`src/rtl/uart_rx_pkg.sv`:
```
package uart_rx_pkg;

  typedef enum logic [2:0] {
    RX_IDLE,
    RX_START,
    RX_DATA,
    RX_PAR,
    RX_STOP
  } rx_state_e;

  typedef struct packed {
    logic [7:0] data;
    logic       perr;
    logic       ferr;
    logic       brk;
  } rx_char_t;

endpackage

```
`src/rtl/uart_rx_sync.sv`:
```
module uart_rx_sync #(
  parameter int   STAGES    = 2,
  parameter logic RESET_VAL = 1'b1
) (
  input  logic clk,
  input  logic rst_n,
  input  logic d_i,
  output logic q_o
);

  logic [STAGES-1:0] chain_q;

  generate
    if (STAGES == 1) begin : g_single
      always_ff @(posedge clk or negedge rst_n) begin
        if (!rst_n) chain_q <= RESET_VAL;
        else        chain_q <= d_i;
      end
    end else begin : g_multi
      always_ff @(posedge clk or negedge rst_n) begin
        if (!rst_n) chain_q <= {STAGES{RESET_VAL}};
        else        chain_q <= {chain_q[STAGES-2:0], d_i};
      end
    end
  endgenerate

  assign q_o = chain_q[STAGES-1];

endmodule

```
`src/rtl/uart_rx_frame.sv`:
```
module uart_rx_frame
  import uart_rx_pkg::*;
#(
  parameter int OVS = 16,
  parameter int DW  = 8
) (
  input  logic       clk,
  input  logic       rst_n,
  input  logic       tick_i,
  input  logic       rx_i,
  input  logic [1:0] cfg_len_i,
  input  logic       cfg_par_en_i,
  input  logic       cfg_par_even_i,
  output logic       done_o,
  output rx_char_t   char_o
);

  localparam int CW        = $clog2(OVS);
  localparam int BW        = $clog2(DW);
  localparam int HALF      = OVS / 2;
  localparam int LAST_BASE = DW - 4;

  rx_state_e      state_q, state_d;
  logic [CW-1:0]  cnt_q, cnt_d;
  logic [BW-1:0]  idx_q, idx_d;
  logic [BW-1:0]  last_q, last_d;
  logic [DW-1:0]  shr_q, shr_d;
  logic           par_q, par_d;
  logic           any1_q, any1_d;
  logic           pen_q, pen_d;
  logic           peven_q, peven_d;
  logic           armed_q, armed_d;
  logic           done_q, done_d;
  rx_char_t       char_q, char_d;

  logic mid_bit;
  logic conf_pt;
  logic par_mis;

  assign mid_bit = tick_i && (cnt_q == CW'(OVS - 1));
  assign conf_pt = tick_i && (cnt_q == CW'(HALF - 1));
  assign par_mis = (^shr_q) ^ par_q ^ peven_q;

  always_comb begin
    state_d = state_q;
    cnt_d   = cnt_q;
    idx_d   = idx_q;
    last_d  = last_q;
    shr_d   = shr_q;
    par_d   = par_q;
    any1_d  = any1_q;
    pen_d   = pen_q;
    peven_d = peven_q;
    done_d  = 1'b0;
    char_d  = char_q;
    armed_d = (state_q == RX_IDLE) ? (armed_q | rx_i) : 1'b0;

    unique case (state_q)
      RX_IDLE: begin
        if (tick_i && armed_q && !rx_i) begin
          state_d = RX_START;
          cnt_d   = '0;
        end
      end

      RX_START: begin
        if (conf_pt) begin
          cnt_d = '0;
          if (!rx_i) begin
            state_d = RX_DATA;
            idx_d   = '0;
            shr_d   = '0;
            any1_d  = 1'b0;
            par_d   = 1'b0;
            last_d  = BW'(LAST_BASE) + BW'(cfg_len_i);
            pen_d   = cfg_par_en_i;
            peven_d = cfg_par_even_i;
          end else begin
            state_d = RX_IDLE;
          end
        end else if (tick_i) begin
          cnt_d = cnt_q + 1'b1;
        end
      end

      RX_DATA: begin
        if (mid_bit) begin
          cnt_d        = '0;
          shr_d[idx_q] = rx_i;
          any1_d       = any1_q | rx_i;
          if (idx_q == last_q) begin
            state_d = pen_q ? RX_PAR : RX_STOP;
          end else begin
            idx_d = idx_q + 1'b1;
          end
        end else if (tick_i) begin
          cnt_d = cnt_q + 1'b1;
        end
      end

      RX_PAR: begin
        if (mid_bit) begin
          cnt_d   = '0;
          par_d   = rx_i;
          any1_d  = any1_q | rx_i;
          state_d = RX_STOP;
        end else if (tick_i) begin
          cnt_d = cnt_q + 1'b1;
        end
      end

      RX_STOP: begin
        if (mid_bit) begin
          cnt_d       = '0;
          done_d      = 1'b1;
          char_d.data = 8'(shr_q);
          char_d.perr = pen_q & ~par_mis;
          char_d.ferr = ~rx_i;
          char_d.brk  = ~rx_i & ~any1_q;
          state_d     = RX_IDLE;
        end else if (tick_i) begin
          cnt_d = cnt_q + 1'b1;
        end
      end

      default: state_d = RX_IDLE;
    endcase
  end

  always_ff @(posedge clk or negedge rst_n) begin
    if (!rst_n) begin
      state_q <= RX_IDLE;
      cnt_q   <= '0;
      idx_q   <= '0;
      last_q  <= '0;
      shr_q   <= '0;
      par_q   <= 1'b0;
      any1_q  <= 1'b0;
      pen_q   <= 1'b0;
      peven_q <= 1'b0;
      armed_q <= 1'b0;
      done_q  <= 1'b0;
      char_q  <= '0;
    end else begin
      state_q <= state_d;
      cnt_q   <= cnt_d;
      idx_q   <= idx_d;
      last_q  <= last_d;
      shr_q   <= shr_d;
      par_q   <= par_d;
      any1_q  <= any1_d;
      pen_q   <= pen_d;
      peven_q <= peven_d;
      armed_q <= armed_d;
      done_q  <= done_d;
      char_q  <= char_d;
    end
  end

  assign done_o = done_q;
  assign char_o = char_q;

endmodule

```
`src/rtl/uart_rx_holdbuf.sv`:
```
module uart_rx_holdbuf
  import uart_rx_pkg::*;
(
  input  logic     clk,
  input  logic     rst_n,
  input  logic     load_i,
  input  rx_char_t char_i,
  input  logic     rd_i,
  output logic     valid_o,
  output rx_char_t char_o,
  output logic     ovr_o
);

  logic     valid_q, valid_d;
  logic     ovr_q, ovr_d;
  rx_char_t char_q, char_d;

  always_comb begin
    valid_d = valid_q;
    ovr_d   = ovr_q;
    char_d  = char_q;
    if (load_i) begin
      char_d  = char_i;
      valid_d = 1'b1;
      ovr_d   = (valid_q & ~rd_i) | (ovr_q & ~rd_i);
    end else if (rd_i) begin
      valid_d = 1'b0;
      ovr_d   = 1'b0;
    end
  end

  always_ff @(posedge clk or negedge rst_n) begin
    if (!rst_n) begin
      valid_q <= 1'b0;
      ovr_q   <= 1'b0;
      char_q  <= '0;
    end else begin
      valid_q <= valid_d;
      ovr_q   <= ovr_d;
      char_q  <= char_d;
    end
  end

  assign valid_o = valid_q;
  assign ovr_o   = ovr_q;
  assign char_o  = char_q;

endmodule

```
`src/rtl/uart_rx_core.sv`:
```
module uart_rx_core
  import uart_rx_pkg::*;
#(
  parameter int OVS         = 16,
  parameter int SYNC_STAGES = 2
) (
  input  logic       clk,
  input  logic       rst_n,
  input  logic       tick_i,
  input  logic       rxd_i,
  input  logic [1:0] cfg_len_i,
  input  logic       cfg_par_en_i,
  input  logic       cfg_par_even_i,
  input  logic       fifo_mode_i,
  input  logic       buf_read_i,
  output logic       push_valid_o,
  output logic [7:0] push_data_o,
  output logic       push_perr_o,
  output logic       push_ferr_o,
  output logic       push_brk_o,
  output logic       buf_valid_o,
  output logic [7:0] buf_data_o,
  output logic       buf_perr_o,
  output logic       buf_ferr_o,
  output logic       buf_brk_o,
  output logic       buf_ovr_o
);

  localparam int DW = 8;

  logic     rx_s;
  logic     done;
  rx_char_t frm_char;
  rx_char_t hold_char;

  uart_rx_sync #(
    .STAGES   (SYNC_STAGES),
    .RESET_VAL(1'b1)
  ) i_sync (
    .clk  (clk),
    .rst_n(rst_n),
    .d_i  (rxd_i),
    .q_o  (rx_s)
  );

  uart_rx_frame #(
    .OVS(OVS),
    .DW (DW)
  ) i_frame (
    .clk           (clk),
    .rst_n         (rst_n),
    .tick_i        (tick_i),
    .rx_i          (rx_s),
    .cfg_len_i     (cfg_len_i),
    .cfg_par_en_i  (cfg_par_en_i),
    .cfg_par_even_i(cfg_par_even_i),
    .done_o        (done),
    .char_o        (frm_char)
  );

  uart_rx_holdbuf i_hold (
    .clk    (clk),
    .rst_n  (rst_n),
    .load_i (done & ~fifo_mode_i),
    .char_i (frm_char),
    .rd_i   (buf_read_i),
    .valid_o(buf_valid_o),
    .char_o (hold_char),
    .ovr_o  (buf_ovr_o)
  );

  assign push_valid_o = done & fifo_mode_i;
  assign push_data_o  = frm_char.data;
  assign push_perr_o  = frm_char.perr;
  assign push_ferr_o  = frm_char.ferr;
  assign push_brk_o   = frm_char.brk;

  assign buf_data_o = hold_char.data;
  assign buf_perr_o = hold_char.perr;
  assign buf_ferr_o = hold_char.ferr;
  assign buf_brk_o  = hold_char.brk;

endmodule

```
`config.mk`:
```
export PLATFORM = sky130hd
export DESIGN_NAME = uart_rx_core
export DESIGN_NICKNAME = d
export VERILOG_FILES = /design/src/rtl/uart_rx_pkg.sv /design/src/rtl/uart_rx_sync.sv /design/src/rtl/uart_rx_frame.sv /design/src/rtl/uart_rx_holdbuf.sv /design/src/rtl/uart_rx_core.sv
export SDC_FILE = /design/constraint.sdc
export NUM_CORES = 1
export LEC_CHECK = 0
export ABC_AREA = 1
export BUFFER_PORTS_ARGS = -buffer_cell sky130_fd_sc_hd__buf_2
export CAP_MARGIN = 0
export CORE_MARGIN = 2
export CORE_UTILIZATION = 43
export CTS_CLUSTER_DIAMETER = 200
export DETAILED_ROUTE_END_ITERATION = 12
export PLACE_DENSITY = 0.62
export SETUP_SLACK_MARGIN = 0.15
export SLEW_MARGIN = 0
export SYNTH_ARGS = -nofsm -noshare
export SYNTH_HDL_FRONTEND = slang
export SYNTH_HIERARCHICAL = 1
export SYNTH_SLANG_ARGS = --single-unit
```
`constraint.sdc`:
```
create_clock -name clk -period 1.8 [get_ports clk]
set_input_delay 0.27 -clock clk [delete_from_list [all_inputs] [get_ports clk]]
set_output_delay 0.27 -clock clk [all_outputs]
set_load 0.01 [all_outputs]
```
==> run_summary.xml, run 1 <==
<?xml version="1.0" encoding="UTF-8"?>
<metrics>
  <group name="cts">
    <metric name="tritoncts" unit="">built</metric>
    <metric name="clock-sinks" unit="">53</metric>
    <metric name="clk_slew_on_worst_s_h_paths" unit="ns">0.09</metric>
    <metric name="cts.root.buffer_cell" unit="">sky130_fd_sc_hd__clkbuf_8</metric>
    <metric name="cts-buffers-inserted" unit="">5</metric>
    <metric name="clock_tree.htree_level_count" unit="">2</metric>
    <metric name="maximum_clock_path_buffer_count" unit="">2</metric>
    <metric name="insertion_delay" unit="ns">0.30</metric>
  </group>
  <group name="finish">
    <metric name="layout.cells.most_common_list" unit="">147 x sky130_fd_sc_hd__nand2_1, 49 x sky130_fd_sc_hd__dfrtp_1, 34 x sky130_fd_sc_hd__buf_2</metric>
    <metric name="finish.utilization" unit="%">51.8</metric>
    <metric name="fin_nets" unit="">400</metric>
    <metric name="area_growth" unit="%">16.0</metric>
    <metric name="post_route_cells_drive_above_1_share" unit="%">19.0</metric>
    <metric name="multi_input_area" unit="mm2">0.00118</metric>
    <metric name="n_fill_cell" unit="">594</metric>
    <metric name="area.sequential" unit="mm2">0.00133</metric>
    <metric name="commonest_non_fill_non_tap_cell_in_the_layout" unit="">sky130_fd_sc_hd__nand2_1</metric>
    <metric name="num_antenna_cells" unit="">0</metric>
    <metric name="final_cells" unit="">464</metric>
  </group>
  <group name="drt">
    <metric name="detail-route-antenna-nets" unit="">0</metric>
    <metric name="drt_iter0_markers" unit="">86</metric>
    <metric name="num_vias" unit="">2144</metric>
    <metric name="post_drt_wl_per_cell" unit="um">10.7</metric>
    <metric name="totalWireLength" unit="um">4980</metric>
    <metric name="avgViaCountPerCell" unit="">4.62</metric>
    <metric name="drc" unit="">0</metric>
    <metric name="drt_first_pass_iters" unit="">4</metric>
  </group>
  <group name="global_route">
    <metric name="grt_start_max_net_pins" unit="">24</metric>
    <metric name="grt_first_pass_wirelength" unit="um">8370</metric>
    <metric name="grt_overflow" unit="">0</metric>
    <metric name="gr-usage-all-layers" unit="%">15.8</metric>
    <metric name="antenna_violations_before_repair" unit="">0</metric>
    <metric name="grt_pass1_vias" unit="">1980</metric>
  </group>
  <group name="synthesis">
    <metric name="synth_area" unit="mm2">0.00266</metric>
    <metric name="post_synthesis_cell_type_count" unit="">30</metric>
    <metric name="syn-mean-instance-area" unit="um2">7.72</metric>
    <metric name="seq_area_frac_synth" unit="%">49.9</metric>
    <metric name="synth_warnings" unit="">6</metric>
    <metric name="synth_seq_cells" unit="">53</metric>
    <metric name="syn_inst" unit="">345</metric>
    <metric name="synth_nets" unit="">357</metric>
  </group>
  <group name="pwr">
    <metric name="p_leak" unit="nW">1.68</metric>
    <metric name="comb_power_share" unit="%">34.7</metric>
    <metric name="finalPower" unit="mW">3.37</metric>
    <metric name="p_switching" unit="mW">1.29</metric>
    <metric name="clkPwrFrac" unit="%">20.4</metric>
    <metric name="power_switching_share" unit="%">38.3</metric>
    <metric name="pwr_density_cell" unit="mW/mm2">1090</metric>
    <metric name="pwr-share-seq" unit="%">44.9</metric>
    <metric name="int_pwr" unit="mW">2.08</metric>
    <metric name="vdd.ir_drop.worst" unit="V">0.000650</metric>
  </group>
  <group name="sta">
    <metric name="setup-violations-final" unit="">0</metric>
    <metric name="hold_violation_total_from_the_final_report" unit="">0</metric>
    <metric name="tightest_slew" unit="ns">0.337</metric>
    <metric name="unrepaired_setup_endpoints_after_global_routing" unit="">true</metric>
    <metric name="min_period_over_period" unit="%">85.5</metric>
    <metric name="max-slew-margin-rel" unit="%">77.5</metric>
    <metric name="finClkSkew" unit="ns">0.00898</metric>
    <metric name="layout_min_cycle_time" unit="ns">1.54</metric>
    <metric name="layout_setup_ws" unit="ns">0.260</metric>
    <metric name="slew_viol_final" unit="">0</metric>
    <metric name="accumulated_negative_setup_slack" unit="ns">0</metric>
    <metric name="achievable-frequency" unit="MHz">650</metric>
  </group>
  <group name="worst_hold_path">
    <metric name="hold_path.startpoint" unit="">rxd_i</metric>
    <metric name="min_to" unit="">i_sync/chain_q[0]</metric>
    <metric name="min_delay_path_depth" unit="">1</metric>
    <metric name="worstHoldPathType" unit="">primary input to flop</metric>
  </group>
  <group name="placed_design">
    <metric name="place.detailed.hpwl" unit="um">3780</metric>
    <metric name="count_of_port_buffers_added_during_placement" unit="">34</metric>
    <metric name="gpl.final_weighted_congestion" unit="">0.788</metric>
    <metric name="placed_cells_incl_taps" unit="">451</metric>
    <metric name="place_worst_setup_slack" unit="ns">0.197</metric>
  </group>
  <group name="die">
    <metric name="coreArea" unit="mm2">0.00596</metric>
    <metric name="rows" unit="">28</metric>
    <metric name="design.die.area" unit="mm2">0.00684</metric>
    <metric name="die_y" unit="um">82.7</metric>
    <metric name="top_level_ports" unit="">35</metric>
    <metric name="start_util" unit="%">44.7</metric>
    <metric name="die_width" unit="um">82.7</metric>
  </group>
  <group name="worst_setup_path">
    <metric name="crit_required" unit="ns">1.99</metric>
    <metric name="worstSetupStartpointType" unit="">flop</metric>
    <metric name="r2r_slack" unit="ns">0.26</metric>
    <metric name="timing.critical_path.fanout_max" unit="">5</metric>
    <metric name="r2r-start" unit="">i_frame/state_q[1]</metric>
    <metric name="reg2reg_to" unit="">i_frame/peven_q</metric>
    <metric name="critical_path.cell_chain" unit="">nor3_2 &gt; nand2_2 &gt; or2_4 &gt; buf_4 &gt; nor2_1 &gt; a21oi_1</metric>
    <metric name="reg2reg_depth" unit="">6</metric>
    <metric name="slowest_stage" unit="">sky130_fd_sc_hd__dfrtp_2</metric>
    <metric name="endpoint_kind" unit="">flop</metric>
    <metric name="critPathArrivalTime" unit="ns">1.73</metric>
    <metric name="critPathKind" unit="">flop to flop</metric>
    <metric name="critical_path.max_stage_delay" unit="ns">0.47</metric>
  </group>
  <group name="run">
    <metric name="cap_viol_max_count" unit="">0</metric>
  </group>
  <group name="outcome">
    <metric name="status" unit="">complete, no violations</metric>
  </group>
</metrics>
-- sequential cells by signal, summed over array words and instances (netlist names), 2 cells and up --
| register | count |
|---|---|
| i_frame/last_q | 3 |
| i_sync/chain_q | 2 |
| i_frame/char_o | 11 |
| i_frame/shr_q | 8 |
| i_hold/char_o | 11 |
| i_frame/idx_q | 3 |
| i_frame/state_q | 3 |
| i_frame/cnt_q | 4 |
-- power groups by stage --
stage	Sequential (mW)	Clock, mW	Combinational (mW)
6_report	1.51	0.687	1.17
5_1_grt	1.54	0.763	1.37
4_1_cts	1.50	0.714	1.07
3_5_place_dp	1.52	0	1.07
3_3_place_gp	1.51	0	1.05
2_1_floorplan	1.46	0	0.902
-- cell families after synthesis --
group	after synthesis	synth area share, %
xor gates and xnor gates	8	2.63
AOI/OAI and AO/OA	26	5.55
and+or+nand+nor	212	33.7
buffers and inverters	44	7.24
adders and majority gates	2	0.940
DFF	53	49.9
-- area by class of cell --
cell class,count,share of cell area (%)
clock inverter,1,0.243
clock buffer,7,2.80
timing repair buffer,45,8.27
tap,75,3.04
multi-input combinational,248,38.3
sequential,53,43.1
inverter,35,4.25
-- cells in the mapped netlist, drive strengths merged --
| cell | n | area (um2) |
|---|---|---|
| nand2 | 151 | 574 |
| dfrtp | 51 | 1280 |
| inv | 35 | 131 |
| nand3 | 19 | 95.1 |
| nor2 | 19 | 83.8 |
| o21ai | 16 | 83.8 |
| a21oi | 9 | 56.3 |
| nor3 | 9 | 50.1 |
| or2 | 9 | 56.3 |
| buf | 5 | 46.3 |
| xnor2 | 5 | 43.8 |
| clkbuf | 4 | 15.0 |
| nand4 | 4 | 31.3 |
| xor2 | 3 | 26.3 |
| dfstp | 2 | 52.6 |
| ha | 2 | 25.0 |
| nand3b | 1 | 7.51 |
| o31ai | 1 | 7.51 |
-- worst max path at each step --
stage	start	end	slack [ns]	cells past startpoint
floorplan	i_frame/cnt_q[0]	i_frame/shr_q[6]	0.38	8
global placement	i_frame/cnt_q[0]	i_frame/shr_q[4]	0.23	8
detailed placement	i_frame/cnt_q[0]	i_frame/shr_q[5]	0.20	8
CTS	i_frame/cnt_q[0]	i_frame/shr_q[5]	0.17	8
global route	i_frame/cnt_q[0]	i_frame/shr_q[4]	0.13	8
finish	i_frame/state_q[1]	i_frame/peven_q	0.26	6
-- what timing repair did --
item | 4_1_cts | 5_1_grt
hold buffers | 1 | 0
setup buffers | 0 | 4
gates resized for setup | 0 | 10
endpoints found under the hold margin | 13 | 0
endpoints found under the setup margin | 0 | 16
-- critical path, delay by kind of cell (launching register included) --
kind	cells	cell delay, ns
and+or+nand+nor	4	0.75
AOI/OAI and AO/OA	1	0.05
buffers and inverters	1	0.16
DFF	1	0.47
-- per-layer routing --
metal  vias up  share of wire (%)  global-route usage [%]
met3         5                4.0                    3.26
met2        39                 47                    27.9
met5         -                  0                       0
met1       944                 48                    19.2
met4         0                1.0                    4.92
li1       1156                  -                       -
-- per-stage QoR --
step | hold slack [ns] | instance area (um2)
after global placement | 0.189 | 2910
after floorplan | -0.0256 | 2660
after detailed placement | 0.193 | 2910
after global routing | 0.0379 | 3090
final | 0.0601 | 3090
after CTS | 0.0465 | 3010
Power figures use the tool's default switching activity.
==> run 2: changes to the inputs <==
Settings changed: ABC_AREA 1 to 0, PLACE_DENSITY 0.62 to 0.65.
Clock period 1.8 ns to 1.31 ns, I/O delays scaled along.
==> run_summary.xml, run 2 <==
<?xml version="1.0" encoding="UTF-8"?>
<metrics>
  <group name="outcome">
    <metric name="status" unit="">complete, but fails checks</metric>
    <metric name="failed_checks" unit="">negative setup slack</metric>
  </group>
  <group name="pwr">
    <metric name="pwr_density_cell" unit="mW/mm2">1570</metric>
    <metric name="finalPower" unit="mW">5.84</metric>
    <metric name="p_leak" unit="nW">1.80</metric>
    <metric name="vdd.ir_drop.worst" unit="V">0.000746</metric>
  </group>
  <group name="finish">
    <metric name="num_antenna_cells" unit="">0</metric>
    <metric name="area_growth" unit="%">46.0</metric>
    <metric name="fin_nets" unit="">334</metric>
    <metric name="finish.utilization" unit="%">63.8</metric>
    <metric name="layout.cells.most_common_list" unit="">49 x sky130_fd_sc_hd__dfrtp_1, 45 x sky130_fd_sc_hd__buf_4, 33 x sky130_fd_sc_hd__buf_2</metric>
    <metric name="n_fill_cell" unit="">429</metric>
    <metric name="commonest_non_fill_non_tap_cell_in_the_layout" unit="">sky130_fd_sc_hd__dfrtp_1</metric>
    <metric name="post_route_cells_drive_above_1_share" unit="%">54.8</metric>
  </group>
  <group name="worst_setup_path">
    <metric name="critPathTopFamily" unit="">simple AND/OR/NAND/NOR gates</metric>
    <metric name="critPathArrivalTime" unit="ns">1.96</metric>
    <metric name="cp_num_buf_inv" unit="">0</metric>
    <metric name="reg2reg_depth" unit="">3</metric>
    <metric name="critical_path.cell_chain" unit="">or4b_4 &gt; or3_4 &gt; a32o_1</metric>
    <metric name="slowest_stage" unit="">sky130_fd_sc_hd__or4b_4</metric>
    <metric name="critPathKind" unit="">flop to flop</metric>
    <metric name="endpoint_kind" unit="">flop</metric>
    <metric name="crit_required" unit="ns">1.52</metric>
    <metric name="critical_path.max_stage_delay" unit="ns">0.60</metric>
    <metric name="reg2reg_to" unit="">i_frame/any1_q</metric>
    <metric name="r2r-start" unit="">i_frame/state_q[1]</metric>
    <metric name="timing.critical_path.fanout_max" unit="">5</metric>
    <metric name="cp_num_cells" unit="">3</metric>
    <metric name="worstSetupStartpointType" unit="">flop</metric>
    <metric name="r2r_slack" unit="ns">-0.44</metric>
  </group>
  <group name="global_route">
    <metric name="grt_pass1_vias" unit="">1959</metric>
    <metric name="grt_start_max_net_pins" unit="">54</metric>
    <metric name="gr-usage-all-layers" unit="%">19.4</metric>
    <metric name="antenna_violations_before_repair" unit="">0</metric>
    <metric name="grt_first_pass_wirelength" unit="um">9680</metric>
    <metric name="grt_overflow" unit="">0</metric>
  </group>
  <group name="synthesis">
    <metric name="seq_area_frac_synth" unit="%">52.0</metric>
    <metric name="synth.area.top_cells" unit="">sky130_fd_sc_hd__dfrtp_1 50%, sky130_fd_sc_hd__mux2_2 4.8%, sky130_fd_sc_hd__mux2_4 4.7%</metric>
    <metric name="synth_top_area_share" unit="%">49.9</metric>
    <metric name="synth_nets" unit="">238</metric>
    <metric name="async_set_or_reset_register_ratio_after_synthesis" unit="%">100</metric>
    <metric name="edff_count_synth" unit="">0</metric>
    <metric name="post_synth_most_frequent_cells" unit="">51 x sky130_fd_sc_hd__dfrtp_1, 20 x sky130_fd_sc_hd__nand2_1, 15 x sky130_fd_sc_hd__o21ai_0</metric>
    <metric name="syn-mean-instance-area" unit="um2">11.3</metric>
    <metric name="synth_largest_area_cell" unit="">sky130_fd_sc_hd__dfrtp_1</metric>
    <metric name="post-synth-top-count-cell" unit="">sky130_fd_sc_hd__dfrtp_1</metric>
    <metric name="synth_seq_cells" unit="">53</metric>
    <metric name="synth_warnings" unit="">6</metric>
    <metric name="syn_inst" unit="">226</metric>
    <metric name="post_synthesis_cell_type_count" unit="">54</metric>
    <metric name="synth_area" unit="mm2">0.00256</metric>
    <metric name="synth_ff_type" unit="">sky130_fd_sc_hd__dfrtp_1</metric>
  </group>
  <group name="cts">
    <metric name="tritoncts" unit="">built</metric>
    <metric name="maximum_clock_path_buffer_count" unit="">2</metric>
    <metric name="clk_slew_on_worst_s_h_paths" unit="ns">0.10</metric>
    <metric name="clock-sinks" unit="">53</metric>
    <metric name="insertion_delay" unit="ns">0.31</metric>
    <metric name="cts-buffers-inserted" unit="">5</metric>
    <metric name="clock_tree.htree_level_count" unit="">2</metric>
    <metric name="cts.root.buffer_cell" unit="">sky130_fd_sc_hd__clkbuf_8</metric>
  </group>
  <group name="die">
    <metric name="top_level_ports" unit="">35</metric>
    <metric name="start_util" unit="%">43.7</metric>
    <metric name="coreArea" unit="mm2">0.00585</metric>
    <metric name="die_y" unit="um">81.1</metric>
    <metric name="design.die.area" unit="mm2">0.00658</metric>
    <metric name="die_width" unit="um">81.1</metric>
    <metric name="rows" unit="">28</metric>
  </group>
  <group name="sta">
    <metric name="hold_violation_total_from_the_final_report" unit="">0</metric>
    <metric name="accumulated_negative_setup_slack" unit="ns">-11.61</metric>
    <metric name="slew_viol_final" unit="">0</metric>
    <metric name="finClkSkew" unit="ns">0.00793</metric>
    <metric name="layout_setup_ws" unit="ns">-0.442</metric>
    <metric name="layout_min_cycle_time" unit="ns">1.75</metric>
    <metric name="unrepaired_setup_endpoints_after_global_routing" unit="">true</metric>
    <metric name="setup-violations-final" unit="">38</metric>
    <metric name="tightest_slew" unit="ns">0.362</metric>
    <metric name="achievable-frequency" unit="MHz">571</metric>
    <metric name="min_period_over_period" unit="%">134</metric>
    <metric name="max-slew-margin-rel" unit="%">75.8</metric>
  </group>
  <group name="drt">
    <metric name="drc" unit="">0</metric>
    <metric name="drt_first_pass_iters" unit="">4</metric>
    <metric name="avgViaCountPerCell" unit="">5.36</metric>
    <metric name="post_drt_wl_per_cell" unit="um">16.3</metric>
    <metric name="detail-route-antenna-nets" unit="">0</metric>
    <metric name="num_vias" unit="">2132</metric>
    <metric name="totalWireLength" unit="um">6500</metric>
    <metric name="drt_iter0_markers" unit="">85</metric>
  </group>
  <group name="worst_hold_path">
    <metric name="hold_path.startpoint" unit="">buf_read_i</metric>
    <metric name="worstHoldPathType" unit="">primary input to flop</metric>
    <metric name="min_delay_path_depth" unit="">2</metric>
    <metric name="min_to" unit="">i_hold/ovr_o</metric>
  </group>
  <group name="run">
    <metric name="cap_viol_max_count" unit="">0</metric>
  </group>
  <group name="placed_design">
    <metric name="place.detailed.hpwl" unit="um">3970</metric>
    <metric name="count_of_port_buffers_added_during_placement" unit="">34</metric>
    <metric name="gpl.final_weighted_congestion" unit="">0.825</metric>
  </group>
</metrics>
-- run 2: cell count changes after synthesis, moves of 8 or more --
cell / previous run / this run
sky130_fd_sc_hd__mux2_4: 0 / 8
sky130_fd_sc_hd__inv_1: 30 / 5
sky130_fd_sc_hd__mux2_2: 0 / 11
sky130_fd_sc_hd__nand3_1: 19 / 4
sky130_fd_sc_hd__nand2_1: 148 / 20
sky130_fd_sc_hd__or2_0: 8 / 0
-- run 2: cell families (layout without fill, tap and decap cells) --
kind of cell / after synthesis / after routing / share of synthesized area, %
adder cells (fa/ha/maj): 2 / 2 / 0.978
AO/OA/AOI/OAI: 54 / 54 / 14.3
AND/OR/NAND/NOR: 67 / 69 / 14.2
flip-flops: 53 / 53 / 52.0
multiplexers: 21 / 21 / 10.3
buffers and inverters: 16 / 111 / 3.18
XOR/XNOR: 13 / 13 / 4.99
-- run 2: power by group --
group          internal [mW]  leakage, nW  switching, mW
logic                   1.52         1.05           1.30
registers               1.86        0.709          0.215
clock network          0.378       0.0374          0.570
total                   3.76         1.80           2.08
-- run 2: how the worst max path moves through the flow --
stage,end,from
global placement,i_frame/shr_q[1],i_frame/state_q[1]
detailed placement,i_frame/shr_q[2],i_frame/state_q[1]
global route,i_frame/shr_q[3],i_frame/state_q[1]
finish,i_frame/any1_q,i_frame/state_q[1]
CTS,i_frame/shr_q[4],i_frame/state_q[1]
floorplan,i_frame/any1_q,i_sync/chain_q[1]
-- run 2: area by class of cell --
type | count | area, um2 | share of cell area (%)
Inverter | 5 | 18.8 | 0.503
Clock inverter | 2 | 15.0 | 0.402
Clock buffer | 6 | 72.6 | 1.94
Sequential cell | 53 | 1330 | 35.7
Timing Repair Buffer | 98 | 743 | 19.9
Tap cell | 75 | 93.8 | 2.51
Multi-Input combinational cell | 159 | 1460 | 39.1
-- run 2: metrics by stage --
| step | cell area, um2 | instances | setup slack, ns | hold WS, ns |
|---|---|---|---|---|
| 2_1_floorplan | 2590 | 226 | -0.380 | -0.0991 |
| 3_3_place_gp | 3150 | 370 | -0.367 | 0.214 |
| 3_5_place_dp | 3150 | 370 | -0.407 | 0.214 |
| 4_1_cts | 3520 | 390 | -0.418 | 0.0427 |
| 5_1_grt | 3730 | 398 | -0.507 | 0.0400 |
| 6_report | 3730 | 398 | -0.442 | 0.0403 |
-- run 2: layer usage --
metal	global-route usage, %	wire (um)
met3	3.89	307
met4	6.61	134
met2	30.8	3150
met5	0	0
met1	26.5	2910
-- run 2: repair_timing --
| action | in CTS | in global routing |
|---|---|---|
| pin swaps | 24 | 14 |
| setup endpoints to repair | 50 | 42 |
| hold buffers | 2 | 0 |
| gates resized for setup | 47 | 32 |
| endpoints found under the hold margin | 52 | 0 |
| setup buffers | 9 | 7 |
| gates cloned | 1 | 1 |
-- run 2: worst register-to-register path, cell delays in order (launching register included) --
cell and delay, ns:
sky130_fd_sc_hd__dfrtp_1 0.42, sky130_fd_sc_hd__or4b_4 0.60, sky130_fd_sc_hd__or3_4 0.41, sky130_fd_sc_hd__a32o_1 0.22
